--- config.mk ---
export PLATFORM = sky130hd
export DESIGN_NAME = rstseq_ctrl
export DESIGN_NICKNAME = d
export VERILOG_FILES = /design/src/rtl/rstseq_pkg.sv /design/src/rtl/rstseq_filter.sv /design/src/rtl/rstseq_stretch.sv /design/src/rtl/rstseq_delay.sv /design/src/rtl/rstseq_ctrl.sv
export SDC_FILE = /design/constraint.sdc
export NUM_CORES = 1
export LEC_CHECK = 0
export ABC_AREA = 1
export CORE_ASPECT_RATIO = 1.4
export CORE_UTILIZATION = 62
export DETAILED_ROUTE_END_ITERATION = 6
export DONT_BUFFER_PORTS = 1
export PLACE_DENSITY_LB_ADDON = 0.3
export SLEW_MARGIN = 20
export SYNTH_ARGS = -nofsm -noshare
export SYNTH_HDL_FRONTEND = slang
export SYNTH_HIERARCHICAL = 1
export SYNTH_SLANG_ARGS = --single-unit
--- constraint.sdc ---
create_clock -name clk -period 4.85 [get_ports clk]
set_input_delay 0.2425 -clock clk [delete_from_list [all_inputs] [get_ports clk]]
set_output_delay 0.2425 -clock clk [all_outputs]
set_load 0.02 [all_outputs]
--- src/rtl/rstseq_pkg.sv ---
package rstseq_pkg;

  typedef enum logic [2:0] {
    ST_RUN,
    ST_DRIVE,
    ST_HOLD,
    ST_DELAY,
    ST_FETCH
  } seq_state_e;

  // bit 2 watchdog, bit 1 low supply, bit 0 external pad
  typedef struct packed {
    logic wdt;
    logic lowv;
    logic pad;
  } cause_t;

  function automatic int unsigned count_width(int unsigned max_val);
    if (max_val < 2) return 1;
    return $clog2(max_val + 1);
  endfunction

  function automatic int unsigned delay_len(logic sel_long, int unsigned n_short,
                                            int unsigned n_long);
    return sel_long ? n_long : n_short;
  endfunction

  function automatic cause_t cause_pick(logic lv, logic wd, logic px);
    cause_t c;
    c = '0;
    if (lv)      c.lowv = 1'b1;
    else if (wd) c.wdt  = 1'b1;
    else if (px) c.pad  = 1'b1;
    return c;
  endfunction

endpackage

--- src/rtl/rstseq_filter.sv ---
module rstseq_filter #(
  parameter int unsigned STAGES     = 2,
  parameter int unsigned LEN        = 16,
  parameter bit          RST_ACTIVE = 1'b1
) (
  input  logic clk,
  input  logic rst_n,
  input  logic raw_i,
  output logic act_o
);
  localparam int unsigned CW   = rstseq_pkg::count_width(LEN);
  localparam logic [CW-1:0] LAST = CW'(LEN - 1);

  logic [STAGES-1:0] sync_q;
  logic [CW-1:0]     run_q;
  logic              lvl_q;
  logic              differs;

  always_ff @(posedge clk or negedge rst_n) begin
    if (!rst_n) begin
      sync_q <= {STAGES{RST_ACTIVE}};
    end else begin
      sync_q[0] <= raw_i;
      for (int i = 1; i < int'(STAGES); i++) sync_q[i] <= sync_q[i-1];
    end
  end

  assign differs = sync_q[STAGES-1] ^ lvl_q;

  // level is taken over only after LEN consecutive differing samples
  always_ff @(posedge clk or negedge rst_n) begin
    if (!rst_n) begin
      run_q <= '0;
      lvl_q <= RST_ACTIVE;
    end else if (!differs) begin
      run_q <= '0;
    end else if (run_q == LAST) begin
      run_q <= '0;
      lvl_q <= sync_q[STAGES-1];
    end else begin
      run_q <= run_q + 1'b1;
    end
  end

  assign act_o = lvl_q;
endmodule

--- src/rtl/rstseq_stretch.sv ---
module rstseq_stretch #(
  parameter int unsigned WIDTH = 64
) (
  input  logic clk,
  input  logic rst_n,
  input  logic start_i,
  output logic busy_o
);
  localparam int unsigned CW = rstseq_pkg::count_width(WIDTH);

  logic [CW-1:0] left_q;

  always_ff @(posedge clk or negedge rst_n) begin
    if (!rst_n)              left_q <= '0;
    else if (start_i)        left_q <= CW'(WIDTH - 1);
    else if (left_q != '0)   left_q <= left_q - 1'b1;
  end

  assign busy_o = (left_q != '0);
endmodule

--- src/rtl/rstseq_delay.sv ---
module rstseq_delay #(
  parameter int unsigned MAXLEN = 4096,
  localparam int unsigned DW    = rstseq_pkg::count_width(MAXLEN)
) (
  input  logic          clk,
  input  logic          rst_n,
  input  logic          load_i,
  input  logic [DW-1:0] len_i,
  output logic          done_o
);
  logic [DW-1:0] cnt_q;

  always_ff @(posedge clk or negedge rst_n) begin
    if (!rst_n)             cnt_q <= '0;
    else if (load_i)        cnt_q <= len_i - 1'b1;
    else if (cnt_q != '0)   cnt_q <= cnt_q - 1'b1;
  end

  assign done_o = (cnt_q == '0);
endmodule

--- src/rtl/rstseq_ctrl.sv ---
module rstseq_ctrl #(
  parameter int unsigned SYNC_STAGES = 2,
  parameter int unsigned PIN_FILT    = 16,
  parameter int unsigned LV_FILT     = 8,
  parameter int unsigned WDG_PULSE   = 64,
  parameter int unsigned DLY_SHORT   = 256,
  parameter int unsigned DLY_LONG    = 4096
) (
  input  logic       clk,
  input  logic       por_n,
  input  logic       rst_pin_i,
  input  logic       low_volt_i,
  input  logic       wdt_uflow_i,
  input  logic       dly_long_i,
  input  logic [2:0] cause_clr_i,
  output logic       rst_pin_pull_o,
  output logic       core_rst_o,
  output logic       vec_fetch_o,
  output logic [2:0] cause_o
);
  import rstseq_pkg::*;

  localparam int unsigned DLY_MAX = (DLY_LONG > DLY_SHORT) ? DLY_LONG : DLY_SHORT;
  localparam int unsigned DW      = count_width(DLY_MAX);

  seq_state_e state_q, state_d;
  cause_t     cause_q, cap_val;
  logic       cap;

  // named internal events, also observed by the checker
  logic lv_act;
  logic pin_act;
  logic wdt_busy;
  logic dly_done;
  logic dly_load;
  logic in_run;
  logic seq_start;
  logic any_cause;
  logic [DW-1:0] dly_len;

  rstseq_filter #(.STAGES(SYNC_STAGES), .LEN(PIN_FILT), .RST_ACTIVE(1'b1)) u_pin_filt (
    .clk(clk), .rst_n(por_n), .raw_i(~rst_pin_i), .act_o(pin_act)
  );

  rstseq_filter #(.STAGES(SYNC_STAGES), .LEN(LV_FILT), .RST_ACTIVE(1'b1)) u_lv_filt (
    .clk(clk), .rst_n(por_n), .raw_i(low_volt_i), .act_o(lv_act)
  );

  rstseq_stretch #(.WIDTH(WDG_PULSE)) u_wdt_pulse (
    .clk(clk), .rst_n(por_n), .start_i(wdt_uflow_i), .busy_o(wdt_busy)
  );

  assign dly_len = DW'(delay_len(dly_long_i, DLY_SHORT, DLY_LONG));

  rstseq_delay #(.MAXLEN(DLY_MAX)) u_delay (
    .clk(clk), .rst_n(por_n), .load_i(dly_load), .len_i(dly_len), .done_o(dly_done)
  );

  assign any_cause = lv_act | wdt_uflow_i | pin_act;

  always_comb begin
    state_d  = state_q;
    cap      = 1'b0;
    cap_val  = cause_pick(lv_act, wdt_uflow_i, pin_act);
    dly_load = 1'b0;
    unique case (state_q)
      ST_RUN, ST_FETCH: begin
        if (any_cause) begin
          cap     = 1'b1;
          state_d = (lv_act | wdt_uflow_i) ? ST_DRIVE : ST_HOLD;
        end else begin
          state_d = ST_RUN;
        end
      end
      ST_DRIVE: begin
        // release only once our own pull has been sensed on the pad
        if (!lv_act && !wdt_uflow_i && !wdt_busy && pin_act) state_d = ST_HOLD;
      end
      ST_HOLD: begin
        if (lv_act | wdt_uflow_i) begin
          cap     = 1'b1;
          state_d = ST_DRIVE;
        end else if (!pin_act) begin
          dly_load = 1'b1;
          state_d  = ST_DELAY;
        end
      end
      ST_DELAY: begin
        if (any_cause) begin
          cap     = 1'b1;
          state_d = (lv_act | wdt_uflow_i) ? ST_DRIVE : ST_HOLD;
        end else if (dly_done) begin
          state_d = ST_FETCH;
        end
      end
      default: state_d = ST_DRIVE;
    endcase
  end

  always_ff @(posedge clk or negedge por_n) begin
    if (!por_n) state_q <= ST_DRIVE;
    else        state_q <= state_d;
  end

  assign in_run    = (state_q == ST_RUN);
  assign seq_start = cap;

  always_ff @(posedge clk or negedge por_n) begin
    if (!por_n)      cause_q <= '{wdt: 1'b0, lowv: 1'b1, pad: 1'b0};
    else if (cap)    cause_q <= cap_val;
    else if (in_run) cause_q <= cause_t'(cause_q & ~cause_clr_i);
  end

  assign rst_pin_pull_o = (state_q == ST_DRIVE);
  assign vec_fetch_o    = (state_q == ST_FETCH);
  assign core_rst_o     = !(in_run || vec_fetch_o);
  assign cause_o        = cause_q;
endmodule

# Word-level counts from Yosys, hierarchy flattened
# Cells that the tools add are included.
# op_classes
mux	31
n_shift	0
order_cmp	0
bitwise	7
n_eq_ne	9
reduce_logical	20
multipliers	0
div_mod_pow	0
addsub	5
# ops
cell	count
$mux 13	3
$sub 13x1->13 const B	2
$mux 3	7
$mux 7	2
$logic_not 13->1	1
$reduce_bool 13->1	1
$pmux 3 s4	1
$mux 1	11
$mux 5	2
$mux 4	2
$reduce_bool 7->1	1
$sub 7x1->7 const B	1
$eq 3x2->1 const B	2
$ne 3x3->1 const B	2
$reduce_bool 2->1	3
$add 5x1->5 const B	1
$eq 5x4->1 const B	1
$add 4x1->4 const B	1
$eq 4x3->1 const B	1
$logic_not 1->1	4
$mux 2	2
$reduce_and 2->1	2
$and 3x3->3	1
$eq 3x1->1 const B	1
13 further kinds	17
# totals
mem_bits_ro	0
wordCells	84
ram_bits	0
reg_bits	41
inputBits	9
n_memories	0
latchBits	0

# Longest topological paths before layout
# logic_depth
word_depth	6
mapped_depth	16

# Cells and area by module
# Netlist, hierarchy kept.
# by_module_without_submodules
module	seq_area_each_um2	area_each_um2	instances	cells_per_inst
rstseq_delay	325.3	1074.8	1	171
rstseq_stretch	175.2	454.2	1	58
rstseq_ctrl	152.6	450.4	1	69
rstseq_filter (u_pin_filt)	203.9	326.6	1	35
rstseq_filter (u_lv_filt)	178.9	284.0	1	29

# Worst setup path after synthesis
# OpenSTA, ideal clock, no wires.
# synth_timing
path_kind	register to register
start	reg state_q[2]
end	reg u_delay.cnt_q[6]
arrival_ns	1.802
stages_incl_launch_ff	15
period_less_slack_ns	1.928
path_slack_ns	2.922
path_buffers	1
required_time_ns	4.724
setup_time_ns	0.126
path_cell_list	dfrtp_1 > inv_2 > nand2_2 > nor2_1 > inv_1 > nor2_1 > buf_6 > nand2_1 > nand2_2 > ha_1 > nand2_1 > inv_1 > nand2_1 > o21ai_0 > a21oi_1
# synth_via
elab_chain_cells	3
# synth_lines
element	line	source
start: declaration	rstseq_ctrl.sv:26	seq_state_e state_q, state_d;
start signal: assignment	rstseq_ctrl.sv:102	else state_q <= state_d;
$eq 3x2->1 *	rstseq_ctrl.sv:66	unique case (state_q)
$mux 1 *	rstseq_ctrl.sv:66	
via dly_load	rstseq_ctrl.sv:35	logic dly_load;
$mux 13 or $reduce_bool 2->1 (tied branches)	-	
end signal: assignment	rstseq_delay.sv:15	else if (load_i) cnt_q <= len_i - 1'b1;
end signal: assignment	rstseq_delay.sv:16	else if (cnt_q != '0) cnt_q <= cnt_q - 1'b1;
end: declaration	rstseq_delay.sv:11	logic [DW-1:0] cnt_q;
# The timed path passes the listed nets; every way through them passes the cells marked *.
# A chain may end at the register's enable or synchronous reset.

# Final worst setup path
# layout_timing
start	reg u_lv_filt.lvl_q, in the netlist u_lv_filt/act_o
end	reg u_delay.cnt_q[8]
# layout_via
elab_chain_cells	4
# layout_lines
element	line	source
start: declaration	rstseq_filter.sv:16	logic lvl_q;
start signal: assignment	rstseq_filter.sv:39	lvl_q <= sync_q[STAGES-1];
$or 1x1->1 *	rstseq_ctrl.sv:80	if (lv_act | wdt_uflow_i) begin
$mux 1 *	rstseq_ctrl.sv:80	
$mux 1 *	rstseq_ctrl.sv:66	
via dly_load	rstseq_ctrl.sv:35	
$mux 13 or $reduce_bool 2->1 (tied branches)	-	
# Marks and branches as above.

==> Implementation_results.wiki <==
{| class="wikitable"
! Metric !! Value
|-
| Outcome || complete, no violations
|-
| Worst EP arrival || around 2.5 ns
|-
| Share of the clock period used by the worst path after layout || between 40% and 50%
|-
| Number of violations of the max-capacitance limit || 0
|-
| Die span in x || roughly 57 µm
|-
| Post_cts resized || 0
|-
| Fmax achieved || around 440 MHz
|-
| Latest clock arrival within the worst-skew pair || roughly 0.29 ns
|-
| Worst-case register-to-register setup slack || roughly 2.6 ns
|-
| Fraction of synthesis flops using an asynchronous set or reset pin || between 90% and 100%
|-
| Root Buffer Master || sky130_fd_sc_hd__clkbuf_8
|-
| Endpoints failing setup || 0
|-
| Least setup slack across all paths after layout || 2.59 ns
|-
| Worst Reg2Reg Path Length in Cells || 12
|-
| Hold Vio Cnt, Final || 0
|-
| Ant diodes || 0
|-
| Endpoint with the worst hold slack || u_wdt_pulse/left_q[3]
|-
| TritonCTS Buffers || 5
|-
| Antenna violations before repair || 0
|-
| Synth-to-Final Area Change || 8.89%
|-
| Master of the slowest instance on the critical path || sky130_fd_sc_hd__dfstp_2
|-
| Number of vias in the routed layout || 2126
|-
| Placeable Area || between 0.003 and 0.004 mm²
|-
| Rows || 27
|-
| Category of the worst setup path capture point || flop
|-
| Crit Path Class || reg2reg
|-
| Slowest cell delay on critical path || roughly 0.60 ns
|-
| Kind of start point of the critical path || flop
|-
| Starting density of the core || 65.5%
|-
| Pre-Repair DR Iteration Count || 4
|-
| Ys Warns || 6
|-
| Cell-by-cell trace of the critical path || nor2_2, nand2_1, nor2_1, buf_4, inv_2, nand2_1, nand2_1, ha_1, nand2_2, nor2_4, nand2_1, a21oi_1
|-
| Die Ht || ~78 µm
|-
| Clock transition at the register clock pins on the worst setup and hold paths after CTS || 0.08 ns
|-
| Unique masters post-synth || 26
|-
| Largest fanout of any net on the critical path || 20
|-
| Boundary pin count || 15
|-
| Buffers on Ports || 0
|-
| Pre-CTS setup slack || around 2.6 ns
|-
| Vias in the first global route || about 2000
|-
| Startpoint of the worst hold path || wdt_uflow_i
|-
| Number of nets in the final layout || ~400
|-
| Total die area || 0.00444 mm²
|-
| Final Max Tran Viols || 0
|-
| Post-route setup TNS || 0 ns
|-
| CTS tree || done
|-
| Routed via count divided by cell count || 4.98
|-
| Post-route antenna net violation count || 0
|-
| Critical register-to-register path endpoint || u_delay/cnt_q[8]
|-
| GP Congestion || between 0.8 and 0.9
|-
| Global-route wire length before repair || about 8000 µm
|-
| Leak Pwr || between 0.001 and 0.0015 µW
|-
| Synthesized area divided by synthesized cell count || between 7 and 8 µm²
|-
| Bufs on Longest Clock Path || 2
|-
| Synth Flop Type || sky130_fd_sc_hd__dfrtp_1
|-
| Final worst clock skew || between 0.007 and 0.008 ns
|-
| Share of final-layout standard cells stronger than drive strength 1 || between 10% and 20%
|-
| Overall global routing resource usage || between 20% and 30%
|-
| GRT Residual Overflow || 0
|-
| Clock sink count || 41
|-
| Fraction of the yosys area taken by sequential cells || 40.0%
|-
| Post-synthesis register bit count || a little over 40
|-
| Cell count of the worst hold path || 2
|-
| Pin count of the biggest net entering global routing || between 40 and 50
|-
| Detail-routed net length per standard cell || between 10 and 15 µm
|-
| RSZ-0062 raised after global routing || no
|-
| Filler-free cell count of the finished design || around 430
|-
| Cell Count Post-Placement || ~420
|-
| Kind of cell adding the most delay to the critical path || simple AND/OR/NAND/NOR gates
|-
| Worst path bufs/invs || 2
|-
| Cells after synthesis || around 360
|-
| DRC errors left || 0
|-
| Worst IR drop on VDD || slightly above 400 µV
|-
| Endpoint required time on the critical path || slightly above 5 ns
|-
| HP Class || in2reg
|-
| Netlist Area Pre-Place || around 0.0026 mm²
|-
| First DRT Iteration DRCs || 69
|-
| Fin crit period || around 2.3 ns
|-
| Dpl hpwl || around 3500 µm
|-
| Pwr dens || ~480 mW/mm²
|-
| H-tree depth reported by CTS || 2
|-
| Number of synthesized flops with an enable pin || 0
|-
| Critical path's most frequent cell || sky130_fd_sc_hd__nand2_1
|-
| Total routed wirelength || around 4700 µm
|-
| Reg-to-reg startpoint || u_lv_filt/act_o
|}
[repair_timing]
| action | 4_1_cts | 5_1_grt |
|---|---|---|
| endpoints found under the hold margin | 43 | 0 |
| hold buffers | 4 | 0 |
| setup buffers | 0 | 0 |
[kinds of logic after synthesis]
group,count (synthesis),share of synthesized area [%]
AOI/OAI and AO/OA,26,5.80
xor gates and xnor gates,2,0.676
adders and majority gates,5,2.42
buffers and inverters,78,12.5
DFF,41,40.0
other,1,0.145
and+or+nand+nor,209,38.5
[cell type report]
cell class	instances	area, µm²
multi-input combinational	255	1270
sequential	41	1040
clock buffer	7	86.3
tap	43	53.8
fill	321	1130
clock inverter	1	30.0
timing repair buffer	5	57.6
inverter	75	282
[state kept, by name, indices dropped and copies added, names as in the netlist]
register / count
cause_o: 3
state_q: 3
u_delay/cnt_q: 13
u_lv_filt/act_o: 1
u_lv_filt/run_q: 4
u_lv_filt/sync_q: 2
u_pin_filt/act_o: 1
u_pin_filt/run_q: 5
u_pin_filt/sync_q: 2
u_wdt_pulse/left_q: 7
[worst max path at each step]
stage,from,to,slack [ns],depth (start not counted)
2_1_floorplan,state_q[2],u_delay/cnt_q[6],2.92,14
6_report,u_lv_filt/act_o,u_delay/cnt_q[8],2.59,12
3_3_place_gp,u_lv_filt/act_o,u_delay/cnt_q[6],2.65,13
5_1_grt,state_q[2],u_delay/cnt_q[6],2.31,15
4_1_cts,u_lv_filt/act_o,u_delay/cnt_q[6],2.59,13
3_5_place_dp,u_lv_filt/act_o,u_delay/cnt_q[6],2.62,13
[through the flow]
step                hold WS (ns)  cell area [µm²]  util (%)  power [µW]
finish                    0.0507             2820      71.4        1360
CTS                       0.0400             2820      71.4        1360
global route              0.0361             2820      71.4        1470
detailed placement       -0.0522             2650      67.1        1070
floorplan                -0.0531             2640         -         973
global placement         -0.0523             2650      67.1        1050
[Yosys cell counts (4+ instances only)]
master | n | area share (%)
sky130_fd_sc_hd__o21ai_0 | 6 | 1.2
sky130_fd_sc_hd__dfrtp_1 | 33 | 32
sky130_fd_sc_hd__nor2_1 | 39 | 5.7
sky130_fd_sc_hd__nand4_1 | 9 | 2.2
sky130_fd_sc_hd__nor2_2 | 7 | 1.7
sky130_fd_sc_hd__o21ai_1 | 4 | 0.77
sky130_fd_sc_hd__nand3_1 | 34 | 6.6
sky130_fd_sc_hd__nor2_4 | 6 | 2.6
sky130_fd_sc_hd__a21oi_1 | 11 | 2.1
sky130_fd_sc_hd__nand2_1 | 92 | 13
sky130_fd_sc_hd__nand2_2 | 16 | 3.9
sky130_fd_sc_hd__inv_1 | 70 | 10
sky130_fd_sc_hd__ha_1 | 5 | 2.4
sky130_fd_sc_hd__inv_2 | 5 | 0.72
sky130_fd_sc_hd__dfstp_2 | 8 | 8.1
[layout by cell type (no fill, tap or decap), types with 7 or more instances in the layout]
cell type,count
sky130_fd_sc_hd__nand2_2,16
sky130_fd_sc_hd__dfstp_2,8
sky130_fd_sc_hd__inv_1,70
sky130_fd_sc_hd__conb_1,13
sky130_fd_sc_hd__dfrtp_1,33
sky130_fd_sc_hd__a21oi_1,11
sky130_fd_sc_hd__nor2_2,7
sky130_fd_sc_hd__nand2_1,92
sky130_fd_sc_hd__nor2_1,39
sky130_fd_sc_hd__nand4_1,9
sky130_fd_sc_hd__nand3_1,34
[report_power, final]
group | switching (µW) | total (µW) | internal, µW | leakage [µW]
Combinational | 379 | 567 | 188 | 0.000949
Clock | 112 | 279 | 168 | 0.0000585
Sequential | 71.7 | 511 | 440 | 0.000478
[worst reg2reg max path: stages (launching register included)]
cell,delay [ns]
sky130_fd_sc_hd__dfstp_2,0.60
sky130_fd_sc_hd__nor2_2,0.08
sky130_fd_sc_hd__nand2_1,0.11
sky130_fd_sc_hd__nor2_1,0.06
sky130_fd_sc_hd__buf_4,0.20
sky130_fd_sc_hd__inv_2,0.18
sky130_fd_sc_hd__nand2_1,0.08
sky130_fd_sc_hd__nand2_1,0.11
sky130_fd_sc_hd__ha_1,0.25
sky130_fd_sc_hd__nand2_2,0.12
sky130_fd_sc_hd__nor2_4,0.14
sky130_fd_sc_hd__nand2_1,0.07
sky130_fd_sc_hd__a21oi_1,0.18
[metal layers]
layer	up-vias	wire length [µm]	global-route usage (%)
met5	-	0	0
met1	953	2060	26.7
met4	0	67	9.51
met2	40	2430	42.4
li1	1129	-	-
met3	4	185	6.10
Power figures use the tool's default switching activity.
